--- src/rtl/cic_pkg.sv ---
package cic_pkg;

  function automatic int full_w(int iw, int n, int l);
    return iw + n * l;
  endfunction

  // integrator k, counted from 1
  function automatic int int_w(int k, int iw, int n, int l, int ow);
    int w;
    w = full_w(iw, n, l) - (k - 1) * l;
    if (w < ow) w = ow;
    return w;
  endfunction

  // comb c, counted from 1; never wider than the stage before it
  function automatic int comb_w(int c, int iw, int n, int l, int ow, int g);
    int w;
    w = int_w(n, iw, n, l, ow);
    for (int j = 1; j <= c; j++) begin
      if (ow + g * (n - j + 1) < w) w = ow + g * (n - j + 1);
    end
    return w;
  endfunction

endpackage

--- src/rtl/cic_int_chain.sv ---
module cic_int_chain #(
  parameter int IN_W   = 10,
  parameter int STAGES = 4,
  parameter int LOG2_R = 14,
  parameter int OUT_W  = 16,
  localparam int FullW = cic_pkg::full_w(IN_W, STAGES, LOG2_R)
) (
  input  logic             clk_i,
  input  logic             rst_ni,
  input  logic             valid_i,
  input  logic [IN_W-1:0]  data_i,
  output logic [FullW-1:0] last_o
);

  // taps are MSB-aligned at the full-precision weight, low bits zero
  logic [FullW-1:0] tap [STAGES+1];

  assign tap[0] = {{(FullW-IN_W){data_i[IN_W-1]}}, data_i};

  for (genvar k = 0; k < STAGES; k++) begin : g_int
    localparam int W = cic_pkg::int_w(k + 1, IN_W, STAGES, LOG2_R, OUT_W);
    logic [W-1:0] acc_q;
    logic [W-1:0] add_in;

    assign add_in = tap[k][FullW-1 -: W];

    always_ff @(posedge clk_i or negedge rst_ni) begin
      if (!rst_ni)      acc_q <= '0;
      else if (valid_i) acc_q <= acc_q + add_in;
    end

    if (W == FullW) begin : g_full
      assign tap[k+1] = acc_q;
    end else begin : g_pad
      assign tap[k+1] = {acc_q, {(FullW-W){1'b0}}};
    end
  end

  assign last_o = tap[STAGES];

endmodule

--- src/rtl/cic_rate_div.sv ---
module cic_rate_div #(
  parameter int LOG2_R = 14,
  parameter int FULL_W = 66
) (
  input  logic              clk_i,
  input  logic              rst_ni,
  input  logic              valid_i,
  input  logic [FULL_W-1:0] smp_i,
  output logic              dec_vld_o,
  output logic [FULL_W-1:0] dec_o
);

  logic [LOG2_R-1:0] cnt_q;
  logic              wrap;

  assign wrap = valid_i && (&cnt_q);

  always_ff @(posedge clk_i or negedge rst_ni) begin
    if (!rst_ni) begin
      cnt_q     <= '0;
      dec_vld_o <= 1'b0;
      dec_o     <= '0;
    end else begin
      if (valid_i) cnt_q <= cnt_q + 1'b1;
      dec_vld_o <= wrap;
      if (wrap) dec_o <= smp_i;
    end
  end

endmodule

--- src/rtl/cic_comb_chain.sv ---
module cic_comb_chain #(
  parameter int IN_W    = 10,
  parameter int STAGES  = 4,
  parameter int LOG2_R  = 14,
  parameter int OUT_W   = 16,
  parameter int GUARD_W = 2,
  localparam int FullW  = cic_pkg::full_w(IN_W, STAGES, LOG2_R)
) (
  input  logic             clk_i,
  input  logic             rst_ni,
  input  logic             dec_vld_i,
  input  logic [FullW-1:0] dec_i,
  output logic             valid_o,
  output logic [OUT_W-1:0] data_o
);

  logic [FullW-1:0] tap [STAGES+1];

  assign tap[0] = dec_i;

  for (genvar c = 0; c < STAGES; c++) begin : g_comb
    localparam int W = cic_pkg::comb_w(c + 1, IN_W, STAGES, LOG2_R, OUT_W, GUARD_W);
    logic [W-1:0] din;
    logic [W-1:0] dly_q;
    logic [W-1:0] out_q;

    assign din = tap[c][FullW-1 -: W];

    always_ff @(posedge clk_i or negedge rst_ni) begin
      if (!rst_ni) begin
        dly_q <= '0;
        out_q <= '0;
      end else if (dec_vld_i) begin
        dly_q <= din;
        out_q <= din - dly_q;
      end
    end

    if (W == FullW) begin : g_full
      assign tap[c+1] = out_q;
    end else begin : g_pad
      assign tap[c+1] = {out_q, {(FullW-W){1'b0}}};
    end
  end

  always_ff @(posedge clk_i or negedge rst_ni) begin
    if (!rst_ni) valid_o <= 1'b0;
    else         valid_o <= dec_vld_i;
  end

  assign data_o = tap[STAGES][FullW-1 -: OUT_W];

endmodule

--- src/rtl/cic_prune_decim.sv ---
module cic_prune_decim #(
  parameter int IN_W    = 10,
  parameter int STAGES  = 4,
  parameter int LOG2_R  = 14,
  parameter int OUT_W   = 16,
  parameter int GUARD_W = 2
) (
  input  logic             clk_i,
  input  logic             rst_ni,
  input  logic             valid_i,
  input  logic [IN_W-1:0]  data_i,
  output logic             valid_o,
  output logic [OUT_W-1:0] data_o
);

  localparam int FullW = cic_pkg::full_w(IN_W, STAGES, LOG2_R);

  logic [FullW-1:0] int_last;
  logic [FullW-1:0] dec_smp;
  logic             dec_vld;

  cic_int_chain #(
    .IN_W(IN_W), .STAGES(STAGES), .LOG2_R(LOG2_R), .OUT_W(OUT_W)
  ) int_i (
    .clk_i   (clk_i),
    .rst_ni  (rst_ni),
    .valid_i (valid_i),
    .data_i  (data_i),
    .last_o  (int_last)
  );

  cic_rate_div #(
    .LOG2_R(LOG2_R), .FULL_W(FullW)
  ) div_i (
    .clk_i     (clk_i),
    .rst_ni    (rst_ni),
    .valid_i   (valid_i),
    .smp_i     (int_last),
    .dec_vld_o (dec_vld),
    .dec_o     (dec_smp)
  );

  cic_comb_chain #(
    .IN_W(IN_W), .STAGES(STAGES), .LOG2_R(LOG2_R), .OUT_W(OUT_W), .GUARD_W(GUARD_W)
  ) comb_i (
    .clk_i     (clk_i),
    .rst_ni    (rst_ni),
    .dec_vld_i (dec_vld),
    .dec_i     (dec_smp),
    .valid_o   (valid_o),
    .data_o    (data_o)
  );

endmodule

--- config.mk ---
export PLATFORM = sky130hd
export DESIGN_NAME = cic_prune_decim
export DESIGN_NICKNAME = d
export VERILOG_FILES = /design/src/rtl/cic_pkg.sv /design/src/rtl/cic_int_chain.sv /design/src/rtl/cic_rate_div.sv /design/src/rtl/cic_comb_chain.sv /design/src/rtl/cic_prune_decim.sv
export SDC_FILE = /design/constraint.sdc
export NUM_CORES = 1
export LEC_CHECK = 0
export BUFFER_PORTS_ARGS = -buffer_cell sky130_fd_sc_hd__buf_2
export CORE_AREA = 2 2 203 254
export DETAILED_ROUTE_END_ITERATION = 8
export DIE_AREA = 0 0 205 256
export PLACE_DENSITY_LB_ADDON = 0.08
export SYNTH_ARGS = -nofsm -noshare
export SYNTH_HDL_FRONTEND = slang
export SYNTH_HIERARCHICAL = 1
export SYNTH_SLANG_ARGS = --single-unit
--- constraint.sdc ---
create_clock -name clk_i -period 6.25 [get_ports clk_i]
set_input_delay 1.25 -clock clk_i [delete_from_list [all_inputs] [get_ports clk_i]]
set_output_delay 1.25 -clock clk_i [all_outputs]
set_load 0.05 [all_outputs]
# [After elaboration in Yosys (flattened, before gate mapping)]
# Index checks and enable logic that the tools add are counted.
[word_totals] elab_cells=27 out_inout_bits=17 input_bits=13 register_bits=388
[classes] n_reduce_logical=2 n_addsub=9
[op_table] op="66-bit adder" n=1
[op_table] op="52-bit adder" n=1
[op_table] op="38-bit adder" n=1
[op_table] op="24-bit adder" n=1
[op_table] op="24-bit subtractor" n=1
[op_table] op="22-bit subtractor" n=1
[op_table] op="20-bit subtractor" n=1
[op_table] op="18-bit subtractor" n=1
[op_table] op="14-bit by 1-bit adder with 14-bit output (second input constant)" n=1
[op_table] op="14-bit AND reduction" n=1
[op_table] op="1-bit logical AND" n=1

# [Logic depth before layout (Yosys ltp)]
# Gate-level depths: netlist of run 1.
[logic_depth] ltp_word=2 ltp_mapped=14 depth_no_buf=14

# [Hierarchy]
# The synthesis of run 1 kept the hierarchy.
[by_module_without_submodules] module="cic_int_chain" seq_area_each_um2=4504.3 n_inst=1 cells_per_inst=1826 area_each_um2=16314.4
[by_module_without_submodules] module="cic_comb_chain" seq_area_each_um2=4028.9 n_inst=1 cells_per_inst=1044 area_each_um2=9760.6
[by_module_without_submodules] module="cic_rate_div" seq_area_each_um2=2026.9 n_inst=1 cells_per_inst=196 area_each_um2=3151.8

# [Least setup slack after synthesis of run 1]
# OpenSTA, ideal clock, no wires.
[synth_path] path_kind="input-to-reg" startpoint="in data_i[9]" endpoint="reg int_i.g_int[0].acc_q[64]" arrival_ns=3.924 n_path_buf=1 setup_slack_ns=2.201 required_time_ns=6.125 path_stages=13 setup_ns=0.125 path_cell_list="ha_1 -> buf_2 -> nand4_1 -> or3_1 -> a211o_1 -> a21oi_1 -> nor3_1 -> o31ai_2 -> a21oi_2 -> o31ai_1 -> a41oi_1 -> xnor2_1 -> mux2_2"
[synth_between] elab_chain_len=1
[synth_lines] element="start: declaration" line="cic_prune_decim.sv:11" rtl="input logic [IN_W-1:0] data_i,"
[synth_lines] element="66-bit adder" line="cic_int_chain.sv:29" rtl="else if (valid_i) acc_q <= acc_q + add_in;"
[synth_lines] element="end signal: assignment" line="cic_int_chain.sv:29"
[synth_lines] element="end: declaration" line="cic_int_chain.sv:22" rtl="logic [W-1:0] acc_q;"
# Every way passes these cells.
# A chain may end at the register's enable or synchronous reset.

# [Worst setup path after layout of run 1]
# Same ends and word-level chain as after synthesis.

==> results.txt, run 1 <==
----------------------------------------------------
[Detailed routing]
  Detailed router's first-iteration violation count ... 1224
  Via count of the routed design ... 21500
  Residual antenna-violating net count after detailed routing ... 0
  Routed wire length per instance ... 17.8 um
  Detailed-router iteration count before antenna repair ... 5
  Post-route DRC ... 0
  Post-detailed-route via-to-cell ratio ... 5.97
  Drt total wl ... 64300 um

[Cells and area]
  Design Area, Final ... 29500 sq um
  Fill count ... 4368
  Leading cell type in the layout, fill and taps excluded ... sky130_fd_sc_hd__dfrtp_1
  Fraction of final layout cells with drive strength greater than 1 ... 12.2%
  Area occupied by multi-input gates ... 16900 sq um
  Layout Nets ... 3185
  Area delta synth->final ... 7.94%
  Reg area ... 9510 sq um
  Leading cell types in the layout, fill and taps excluded ... 379 x sky130_fd_sc_hd__dfrtp_1, 267 x sky130_fd_sc_hd__a21oi_1, 264 x sky130_fd_sc_hd__nand2_1, 253 x sky130_fd_sc_hd__ha_1, 231 x sky130_fd_sc_hd__o21ai_0
  Post-layout util ... 58.8%
  Count of inserted antenna diode cells ... 0

[STA]
  Pin slew with the least headroom to its limit ... 0.964 ns
  Headroom to the max-slew limit ... 35.7%
  Setup repair after global routing missed its margin ... no
  Post-route minimum period ... 4.58 ns
  Final setup violation count ... 0
  Crit share post-route ... 73.3%
  Summed negative setup slack over all endpoints ... 0 ns
  Setup skew after layout ... 0.0216 ns
  Final hold violation count ... 0
  Minimum setup slack in the final design ... 1.67 ns
  Final count of pins violating max slew ... 0
  Achievable frequency ... 218 MHz

[Floorplan]
  I/O pin count ... 30
  Die Y ... 256 um
  Die Span X ... 205 um
  Core area ... 50200 sq um
  Total Die Area ... 52500 sq um
  Initial Utilization ... 54.5%
  Number of rows created at floorplan ... 92

[Placed design]
  Routability congestion estimate from global placement ... 0.899
  Dpl ws ... 1.08 ns
  DP HPWL ... 47400 um
  Placement-stage cell area ... 28000 sq um
  Count of buffers inserted at the top-level ports ... 29

[Global route]
  GRT met3 Usage ... 2.83%
  Number of global-route vias before repair ... 21300
  Overflow left after global routing ... 0
  Met2 track utilization from global routing ... 43.5%
  Total routing usage reported by global routing ... 24.8%
  Met1 demand-to-capacity share in global routing ... 31.7%
  Wire length of the first global-routing pass ... 107000 um
  GRT Max-Usage Layer ... met2
  Number of antenna violations at the first check in global routing ... 0
  Largest net degree at the start of global routing ... 158

[Run]
  Count of max-cap constraint violations ... 0

[Power and ir drop]
  Clock network fraction of design power ... 16.6%
  Switch Pwr ... 7.01 mW
  PD cells ... 549 nW/um^2
  Leakage power summed over all cells ... 13.8 nW
  Internal power consumption ... 9.19 mW
  Combinational share of power ... 59.5%
  Switching power share of the total ... 43.3%
  Peak supply drop ... 0.353 mV
  Overall power of the completed layout ... 16.2 mW
  Proportion of power drawn by flip-flops and latches ... 23.9%

[CTS]
  Number of clock sinks seen by CTS ... 380
  Master cell of the clock root buffer ... sky130_fd_sc_hd__clkbuf_16
  TritonCTS Buffers ... 44
  Clk Latency, worst-skew pair ... 0.58 ns
  Post-cts gate resize count ... 0
  Maximum count of clock buffers along a single path ... 3
  TritonCTS clock tree ... done
  Buffers inserted by post-CTS timing repair ... 0
  CTS clk-pin slew, worst paths ... 0.06 ns
  Level count of the clock H-tree ... 2
  Count of hold-fix buffers inserted at cts ... 0

[Worst setup path]
  Worst Setup Start Kind ... input port
  Arr. time, crit path ... 5.03 ns
  Sort of element at the end of the critical path ... register
  Critical path fanouts, max ... 30
  Required @ worst endpoint ... 6.70 ns
  Type of the worst setup path ... input port to register

[Synthesis]
  Number of nets in the synthesized netlist ... 3206
  Synthesis warning total ... 6
  Average size of a mapped cell ... 9.32 sq um
  Gate count of the mapped netlist ... 2936
  Summed instance area of the synthesized netlist ... 27400 sq um

[Worst hold path]
  Worst min-delay path class ... register to register

[Status]
  Result of the run ... finished, final reports clean

----------------------------------------------------
[metrics by stage]
step / hold WS [ns] / std cells
6_report: 0.467 / 3607
5_1_grt: 0.488 / 3607
4_1_cts: 0.471 / 3607
3_5_place_dp: 0.462 / 3527
3_3_place_gp: 0.461 / 3527
2_1_floorplan: 0.408 / 2936
[power groups by stage]
stage,clock network (mW),logic (mW),registers [mW]
2_1_floorplan,0,7.73,3.58
3_3_place_gp,0,9.38,3.89
3_5_place_dp,0,9.53,3.91
4_1_cts,2.77,9.61,3.87
5_1_grt,2.87,10.8,3.96
6_report,2.68,9.64,3.87
[cell type report]
class	instances	share of cell area, %
multi-input cells	2302	57.1
flip-flops and latches	380	32.2
clock buffers	62	4.30
well taps	658	2.79
inverters	146	1.86
repair buffers	41	0.936
clock inverters	18	0.801
[worst max-delay path, cell delays in order]
cell                      delay (ns)
sky130_fd_sc_hd__buf_2          0.54
sky130_fd_sc_hd__ha_1           0.42
sky130_fd_sc_hd__nand4_1        0.16
sky130_fd_sc_hd__or3_1          0.39
sky130_fd_sc_hd__a211o_1        0.30
sky130_fd_sc_hd__a21oi_1        0.16
sky130_fd_sc_hd__nor3_1         0.06
sky130_fd_sc_hd__buf_4          0.16
sky130_fd_sc_hd__o31ai_2        0.44
sky130_fd_sc_hd__a21oi_2        0.16
sky130_fd_sc_hd__o31ai_1        0.37
sky130_fd_sc_hd__a41oi_1        0.19
sky130_fd_sc_hd__xnor2_1        0.15
sky130_fd_sc_hd__mux2_2         0.26
[per-layer routing]
layer  wire length (um)  part of all wire [%]
met2              31900                    50
met4               1980                   3.1
met1              28500                    44
met3               1870                   2.9
met5                  0                     0
[registers in the layout (all words and copies together), names as in the netlist]
name,cells
comb_i/g_comb.dly_q,84
int_i/g_int.acc_q,180
comb_i/valid_o,1
div_i/dec_vld_o,1
comb_i/g_comb.out_q,76
div_i/dec_o,24
div_i/cnt_q,14
[worst paths after layout]
path                                          start  cells past startpoint                        end  slack, ns
hold reg to reg                     div_i/cnt_q[11]                      1            div_i/cnt_q[11]       0.47
max in group asynchronous                    rst_ni                      2   int_i/g_int[0].acc_q[47]       4.25
setup reg to reg           int_i/g_int[0].acc_q[15]                     12   int_i/g_int[1].acc_q[49]       1.98
hold / removal                      div_i/cnt_q[11]                      1            div_i/cnt_q[11]       0.47
setup / recovery                          data_i[9]                     14   int_i/g_int[0].acc_q[64]       1.67
min in group asynchronous                    rst_ni                      1  comb_i/g_comb[0].dly_q[2]       0.65
(Power assumes the default switching activity.)
==> run 2: changes to the inputs <==
==> constraint.sdc (replaced) <==
create_clock -name clk_i -period 4.39 [get_ports clk_i]
set_input_delay 0.878 -clock clk_i [delete_from_list [all_inputs] [get_ports clk_i]]
set_output_delay 0.878 -clock clk_i [all_outputs]
set_load 0.05 [all_outputs]
==> run 2 against run 1 <==
  * Combinational power grew 48%
  * Critical path depth unchanged
  * Clock skew decreased by 0.0053 ns
  * Non-clock buffer count grew 74
  * First-iteration DRC count is 2.7% lower
  * Wire length increased by 3.5%
  * Worst setup slack lost 1.3 ns
  * Core utilization increased by 1.2 points
  * Final cell count is 2.0% higher
  * Sequential power is 43% higher
  * Largest cell class unchanged
  * Largest power group unchanged
==> results.txt, run 2 (same netlist as run 1, synthesis figures left out) <==
----------------------------------------------------
[Worst setup path]
  Critical register-to-register path endpoint ... int_i/g_int[2].acc_q[32]
  Reg-to-Reg Start ... int_i/g_int[1].acc_q[14]
  Arr. time, crit path ... 4.46 ns (-0.57 ns)
  Sort of element at the end of the critical path ... register
  Type of the worst setup path ... register to register
  Critical path fanouts, max ... 4 (-87%)
  Reg2Reg Depth ... 14 (+2)
  Worst setup slack for register-to-register paths ... 0.38 ns (-1.60 ns)
  Worst Setup Start Kind ... register
  Required @ worst endpoint ... 4.84 ns (-1.86 ns)

[Floorplan]
  Number of rows created at floorplan ... 92 (unchanged)
  I/O pin count ... 30 (unchanged)
  Die Span X ... 205 um (unchanged)
  Die Y ... 256 um (unchanged)
  Initial Utilization ... 54.5% (unchanged)
  Total Die Area ... 52500 sq um (unchanged)
  Core area ... 50200 sq um (unchanged)

[CTS]
  Maximum count of clock buffers along a single path ... 3 (unchanged)
  Number of clock sinks seen by CTS ... 380 (unchanged)
  Clk Latency, worst-skew pair ... 0.58 ns (about the same)
  TritonCTS clock tree ... done
  Level count of the clock H-tree ... 2 (unchanged)
  Master cell of the clock root buffer ... sky130_fd_sc_hd__clkbuf_16
  CTS clk-pin slew, worst paths ... 0.06 ns (about the same)
  Buffers inserted by post-CTS timing repair ... 0 (unchanged)
  TritonCTS Buffers ... 44 (unchanged)

[STA]
  Headroom to the max-slew limit ... 40.8% (+5.1 points)
  Final setup violation count ... 0 (unchanged)
  Setup skew after layout ... 0.0162 ns (-0.00534 ns)
  Achievable frequency ... 249 MHz
  Pin slew with the least headroom to its limit ... 0.888 ns (-0.0759 ns)
  Crit share post-route ... 91.3%
  Final hold violation count ... 0 (unchanged)
  Summed negative setup slack over all endpoints ... 0 ns (unchanged)
  Setup repair after global routing missed its margin ... no
  Post-route minimum period ... 4.01 ns
  Final count of pins violating max slew ... 0 (unchanged)

[Cells and area]
  Reg area ... 9510 sq um (unchanged)
  Area delta synth->final ... 10.1%
  Fill count ... 4499 (+3.0%)
  Layout Nets ... 3259 (+2.3%)
  Flip-flop count of the largest register after layout ... 180 (unchanged)
  Leading cell types in the layout, fill and taps excluded ... 379 x sky130_fd_sc_hd__dfrtp_1, 267 x sky130_fd_sc_hd__a21oi_1, 264 x sky130_fd_sc_hd__nand2_1, 253 x sky130_fd_sc_hd__ha_1, 230 x sky130_fd_sc_hd__o21ai_0
  Count of inserted antenna diode cells ... 0 (unchanged)
  Leading cell type in the layout, fill and taps excluded ... sky130_fd_sc_hd__dfrtp_1
  Register ranked first by flip-flop count ... int_i/g_int.acc_q
  Area occupied by multi-input gates ... 16900 sq um (unchanged)
  Regs by FF count ... int_i/g_int.acc_q x180, comb_i/g_comb.dly_q x84, comb_i/g_comb.out_q x76
  Fraction of final layout cells with drive strength greater than 1 ... 14.4% (+2.2 points)
  Post-layout util ... 60.0% (+1.2 points)

[Run]
  Count of max-cap constraint violations ... 0 (unchanged)

[Worst hold path]
  Worst min-delay path class ... input port to async pin

[Global route]
  Number of global-route vias before repair ... 22300 (+4.3%)
  Wire length of the first global-routing pass ... 110000 um (+2.8%)
  Overflow left after global routing ... 0 (unchanged)
  Largest net degree at the start of global routing ... 163 (+3.2%)
  Total routing usage reported by global routing ... 25.6% (+0.77 points)
  Number of antenna violations at the first check in global routing ... 0 (unchanged)

[Detailed routing]
  Post-route DRC ... 0 (unchanged)
  Detailed router's first-iteration violation count ... 1191 (-2.7%)
  Drt total wl ... 66600 um (+3.5%)
  Routed wire length per instance ... 18.1 um (+1.5%)
  Via count of the routed design ... 21900 (+1.9%)
  Residual antenna-violating net count after detailed routing ... 0 (unchanged)
  Post-detailed-route via-to-cell ratio ... 5.96 (about the same)
  Detailed-router iteration count before antenna repair ... 5 (unchanged)

[Placed design]
  Routability congestion estimate from global placement ... 0.913 (+1.5%)
  DP HPWL ... 50300 um (+6.1%)
  Count of buffers inserted at the top-level ports ... 29 (unchanged)

[Power and ir drop]
  PD cells ... 787 nW/um^2 (+43%)
  Peak supply drop ... 0.581 mV (+64%)
  Leakage power summed over all cells ... 14.2 nW (+2.7%)

[Status]
  Result of the run ... finished, final reports clean

----------------------------------------------------
[run 2: cell types whose count changed in the layout (fill, tap and decap cells not counted)]
cell	change
sky130_fd_sc_hd__clkinv_2	-1
sky130_fd_sc_hd__clkinvlp_4	-1
sky130_fd_sc_hd__buf_12	+2
sky130_fd_sc_hd__clkbuf_8	+4
sky130_fd_sc_hd__bufinv_16	+1
sky130_fd_sc_hd__inv_16	-2
sky130_fd_sc_hd__clkbuf_1	-3
sky130_fd_sc_hd__inv_6	+1
sky130_fd_sc_hd__clkinv_4	-1
sky130_fd_sc_hd__o21ai_0	-1
sky130_fd_sc_hd__buf_4	+72
sky130_fd_sc_hd__o21ai_1	+1
[run 2: critical path, cell delays in order, from the launching register on]
cell                        delay [ns]
sky130_fd_sc_hd__dfrtp_1          0.40
sky130_fd_sc_hd__ha_1             0.25
sky130_fd_sc_hd__fa_1             0.42
sky130_fd_sc_hd__a21o_1           0.19
sky130_fd_sc_hd__a21o_1           0.26
sky130_fd_sc_hd__a211oi_1         0.25
sky130_fd_sc_hd__o21ai_0          0.26
sky130_fd_sc_hd__a21oi_1          0.44
sky130_fd_sc_hd__o2111ai_1        0.26
sky130_fd_sc_hd__a31oi_1          0.22
sky130_fd_sc_hd__buf_4            0.16
sky130_fd_sc_hd__o21ai_0          0.15
sky130_fd_sc_hd__a31oi_1          0.27
sky130_fd_sc_hd__xnor2_1          0.09
sky130_fd_sc_hd__mux2_2           0.26
[run 2: metrics by stage]
step / setup WS (ns) / area, sq um / hold slack (ns) / power (mW) / std cells
final: 0.381 / 30100 / 0.349 / 23.7 / 3679
after global routing: 0.105 / 30100 / 0.443 / 25.7 / 3679
after CTS: 0.228 / 30100 / 0.401 / 23.8 / 3679
after detailed placement: 0.0724 / 28600 / 0.464 / 19.7 / 3601
after global placement: 0.0539 / 28600 / 0.461 / 19.4 / 3601
after floorplan: 0.713 / 27400 / 0.408 / 16.1 / 2936
[run 2: worst max path at each step]
stage,from,to,slack [ns]
global placement,data_i[9],int_i/g_int[0].acc_q[65],0.05
global route,int_i/g_int[0].acc_q[14],int_i/g_int[1].acc_q[50],0.11
floorplan,data_i[9],int_i/g_int[0].acc_q[64],0.71
CTS,int_i/g_int[0].acc_q[14],int_i/g_int[1].acc_q[50],0.23
detailed placement,data_i[9],int_i/g_int[0].acc_q[65],0.07
finish,int_i/g_int[1].acc_q[14],int_i/g_int[2].acc_q[32],0.38
[run 2: final cells by class]
cell class,count,share of cell area (%)
Clock buffer,63,4.36
Sequential cell,380,31.6
Tap cell,658,2.73
Clock inverter,15,0.710
Timing Repair Buffer,115,2.84
Inverter,146,1.82
Multi-Input combinational cell,2302,56.0
[run 2: where the power goes]
| group | switching [mW] | leakage, nW | total [mW] | internal (mW) |
|---|---|---|---|---|
| logic | 7.59 | 8.57 | 14.3 | 6.70 |
| registers | 1.04 | 4.88 | 5.54 | 4.50 |
| clock network | 1.51 | 0.755 | 3.87 | 2.37 |
| total | 10.1 | 14.2 | 23.7 | 13.6 |
[run 2: repair_timing]
action,4_1_cts,5_1_grt
endpoints found under the setup margin,0,1
hold buffers,0,0
gates resized for setup,0,1
[run 2: layer usage]
layer	up-vias	global-route usage (%)	part of all wire [%]
li1	10800	-	-
met1	10600	31.2	43
met2	385	45.4	50
met3	136	3.74	3.7
met4	0	9.21	3.5
met5	-	0	0
==> run 3: changes to the inputs <==
--- a/config.mk
+++ b/config.mk
@@ -7,9 +7,10 @@
 export LEC_CHECK = 0
 export BUFFER_PORTS_ARGS = -buffer_cell sky130_fd_sc_hd__buf_2
 export CORE_AREA = 2 2 203 254
+export CTS_CLUSTER_DIAMETER = 40
 export DETAILED_ROUTE_END_ITERATION = 8
 export DIE_AREA = 0 0 205 256
-export PLACE_DENSITY_LB_ADDON = 0.08
+export PLACE_DENSITY = 0.79
 export SYNTH_ARGS = -nofsm -noshare
 export SYNTH_HDL_FRONTEND = slang
 export SYNTH_HIERARCHICAL = 1
==> constraint.sdc (replaced) <==
create_clock -name clk_i -period 4.3 [get_ports clk_i]
set_input_delay 0.86 -clock clk_i [delete_from_list [all_inputs] [get_ports clk_i]]
set_output_delay 0.86 -clock clk_i [all_outputs]
set_load 0.05 [all_outputs]
==> run 3 against run 2 <==
  * Register-to-register slack worse by 0.14 ns
  * First-iteration DRC count is 23% higher
  * Sequential cell count stayed put
  * Largest cell class unchanged
  * Fmax is 1.3% lower
  * Highest routed layer unchanged
  * Non-clock buffer count is 11 lower
  * Clock power is 20% higher
  * Power is 3.9% higher
  * Design area is 1.1% higher
  * Core utilization is 0.65 points higher
  * Worst setup slack worse by 0.14 ns
  * Wire length is 2.7% lower
  * Critical path type unchanged
==> results.txt, run 3 (same netlist as run 1, synthesis figures left out) <==
----------------------------------------------------
[Detailed routing]
  Detailed-router iteration count before antenna repair ... 8 (+3)
  Detailed router's first-iteration violation count ... 1469 (+23%)
  Residual antenna-violating net count after detailed routing ... 0 (unchanged)
  Post-route DRC ... 0 (unchanged)
  Post-detailed-route via-to-cell ratio ... 6.08 (+2.0%)
  Via count of the routed design ... 22400 (+2.3%)
  Drt total wl ... 64800 um (-2.7%)
  Routed wire length per instance ... 17.5 um (-3.1%)

[Worst setup path]
  CP max-delay cell ... sky130_fd_sc_hd__a31oi_1
  Worst Setup Start Kind ... register
  Critical path startpoint ... int_i/g_int[1].acc_q[14]
  Required @ worst endpoint ... 4.80 ns (-0.04 ns)
  Reg-to-Reg Start ... int_i/g_int[1].acc_q[14]
  Worst path top cell family by delay ... compound AO/OA/AOI/OAI gates
  Crit path buf inv count ... 0 (-1)
  CP Capture Point ... int_i/g_int[2].acc_q[32]
  Type of the worst setup path ... register to register
  Critical register-to-register path endpoint ... int_i/g_int[2].acc_q[32]
  Arr. time, crit path ... 4.56 ns (+0.10 ns)
  Highest cell delay on the worst timing path ... 0.46 ns (+0.02 ns)
  Critical path fanouts, max ... 4 (unchanged)
  Reg2Reg Depth ... 13 (-1)
  Critical path cell sequence ... ha_1 > fa_1 > a21o_1 > a21o_1 > a211oi_1 > o21ai_0 > a21oi_1 > o2111ai_1 > a31oi_1 > o21ai_0 > a31oi_1 > xnor2_1 > mux2_2
  Sort of element at the end of the critical path ... register
  Logic depth of the worst path, buffers included ... 13 (-1)
  Worst setup slack for register-to-register paths ... 0.24 ns (-0.14 ns)

[Status]
  Result of the run ... finished, final reports clean

[STA]
  Headroom to the max-slew limit ... 51.0% (+10 points)
  Hold slack ... 0.182 ns (-0.166 ns)
  Minimum setup slack in the final design ... 0.239 ns (-0.143 ns)
  Final hold violation count ... 0 (unchanged)
  Achievable frequency ... 246 MHz (-1.3%)
  Pin slew with the least headroom to its limit ... 0.734 ns (-0.154 ns)
  Summed negative setup slack over all endpoints ... 0 ns (unchanged)
  Crit share post-route ... 94.4% (+3.1 points)
  Setup repair after global routing missed its margin ... no
  Post-route minimum period ... 4.06 ns (+0.0526 ns)
  Final setup violation count ... 0 (unchanged)
  Setup skew after layout ... 0.0267 ns (+0.0105 ns)
  Final count of pins violating max slew ... 0 (unchanged)

[Cells and area]
  Post-layout util ... 60.7% (+0.65 points)
  Leading cell types in the layout, fill and taps excluded ... 379 x sky130_fd_sc_hd__dfrtp_1, 267 x sky130_fd_sc_hd__a21oi_1, 264 x sky130_fd_sc_hd__nand2_1, 253 x sky130_fd_sc_hd__ha_1, 231 x sky130_fd_sc_hd__o21ai_0
  Fill count ... 4154 (-7.7%)
  Leading cell type in the layout, fill and taps excluded ... sky130_fd_sc_hd__dfrtp_1
  Fin cells ... 3693 (+0.38%)
  Regs by FF count ... int_i/g_int.acc_q x180, comb_i/g_comb.dly_q x84, comb_i/g_comb.out_q x76
  Register ranked first by flip-flop count ... int_i/g_int.acc_q
  Fraction of final layout cells with drive strength greater than 1 ... 14.8% (+0.33 points)
  Flip-flop count of the largest register after layout ... 180 (unchanged)
  Layout Nets ... 3259 (unchanged)
  Count of inserted antenna diode cells ... 0 (unchanged)
  Area delta synth->final ... 11.3%

[CTS]
  Count of hold-fix buffers inserted at cts ... 0 (unchanged)
  TritonCTS Buffers ... 55 (+25%)
  CTS clk-pin slew, worst paths ... 0.06 ns (about the same)
  Clk Latency, worst-skew pair ... 0.63 ns (+0.05 ns)
  Buffers inserted by post-CTS timing repair ... 0 (unchanged)
  Post-cts gate resize count ... 0 (unchanged)
  TritonCTS clock tree ... done
  Level count of the clock H-tree ... 2 (unchanged)
  Number of clock sinks seen by CTS ... 380 (unchanged)
  Maximum count of clock buffers along a single path ... 3 (unchanged)
  Master cell of the clock root buffer ... sky130_fd_sc_hd__clkbuf_16

[Global route]
  Number of global-route vias before repair ... 23300 (+4.5%)
  Wire length of the first global-routing pass ... 109000 um (-1.3%)
  Total routing usage reported by global routing ... 24.8% (-0.77 points)
  Largest net degree at the start of global routing ... 95 (-42%)
  Number of antenna violations at the first check in global routing ... 1 (+1)
  Overflow left after global routing ... 0 (unchanged)

[Power and ir drop]
  Clock network fraction of design power ... 18.8% (+2.5 points)
  Switch Pwr ... 10.4 mW (+2.7%)
  Leakage power summed over all cells ... 14.3 nW (+0.83%)
  Proportion of power drawn by flip-flops and latches ... 22.4% (-1.0 points)
  Switching power share of the total ... 42.3% (-0.47 points)
  Peak supply drop ... 0.541 mV (-6.9%)
  Internal power consumption ... 14.2 mW (+4.7%)
  PD cells ... 809 nW/um^2 (+2.7%)
  Combinational share of power ... 58.8% (-1.5 points)

[Placed design]
  Dpl ws ... -0.148 ns (-0.220 ns)
  Cells after DPL ... 3590 (-0.31%)
  DP HPWL ... 47200 um (-6.1%)
  Count of buffers inserted at the top-level ports ... 29 (unchanged)
  Routability congestion estimate from global placement ... 0.905 (-0.90%)

[Floorplan]
  I/O pin count ... 30 (unchanged)
  Die Span X ... 205 um (unchanged)
  Core area ... 50200 sq um (unchanged)
  Die Y ... 256 um (unchanged)
  Number of rows created at floorplan ... 92 (unchanged)
  Initial Utilization ... 54.5% (unchanged)
  Total Die Area ... 52500 sq um (unchanged)

[Run]
  Count of max-cap constraint violations ... 0 (unchanged)

[Worst hold path]
  Worst min-delay path class ... input port to async pin

----------------------------------------------------
## run 3: cell count changes in the layout (fill, tap and decap cells not counted), moves of 2 or more
| cell | delta |
|---|---|
| sky130_fd_sc_hd__inv_8 | +3 |
| sky130_fd_sc_hd__buf_4 | -13 |
| sky130_fd_sc_hd__clkinvlp_4 | +6 |
| sky130_fd_sc_hd__inv_6 | +6 |
| sky130_fd_sc_hd__clkbuf_8 | -8 |
| sky130_fd_sc_hd__clkbuf_16 | +10 |
| sky130_fd_sc_hd__clkbuf_1 | +2 |
| sky130_fd_sc_hd__buf_12 | +2 |
| sky130_fd_sc_hd__clkinv_8 | +2 |
| sky130_fd_sc_hd__clkinv_4 | +3 |
## run 3: worst min-delay path by stage
stage | from | to | cells after the start
floorplan | div_i/dec_vld_o | comb_i/valid_o | 0
global placement | int_i/g_int[3].acc_q[23] | int_i/g_int[3].acc_q[23] | 1
detailed placement | div_i/cnt_q[11] | div_i/cnt_q[11] | 1
CTS | rst_ni | comb_i/g_comb[3].out_q[2] | 1
global route | rst_ni | comb_i/g_comb[3].dly_q[4] | 1
finish | rst_ni | comb_i/g_comb[3].out_q[2] | 1
## run 3: power by group through the flow
stage / registers [mW] / logic, mW / clock network [mW]
floorplan: 5.20 / 11.2 / 0
global placement: 5.52 / 13.6 / 0
detailed placement: 5.56 / 14.2 / 0
CTS: 5.51 / 14.3 / 4.74
global route: 5.64 / 16.1 / 4.89
finish: 5.52 / 14.5 / 4.63
## run 3: layout make-up
type	instances	area [sq um]	area share, %
Clock buffer	67	1460	4.80
Clock inverter	36	449	1.47
Inverter	146	548	1.80
Multi-Input combinational cell	2302	16900	55.4
Sequential cell	380	9510	31.2
Tap cell	658	823	2.70
Timing Repair Buffer	104	800	2.63
## run 3: metrics by stage
step                total power, mW  area [sq um]
global placement               19.1         28500
floorplan                      16.4         27400
CTS                            24.6         30500
finish                         24.6         30500
global route                   26.6         30500
detailed placement             19.7         28500
## run 3: per-layer routing
layer | up-vias | track usage (%) | wire [um]
li1 | 10800 | - | -
met1 | 10900 | 27.0 | 25100
met2 | 547 | 47.1 | 34600
met3 | 196 | 3.37 | 2300
met4 | 0 | 10.9 | 2750
met5 | - | 0 | 0
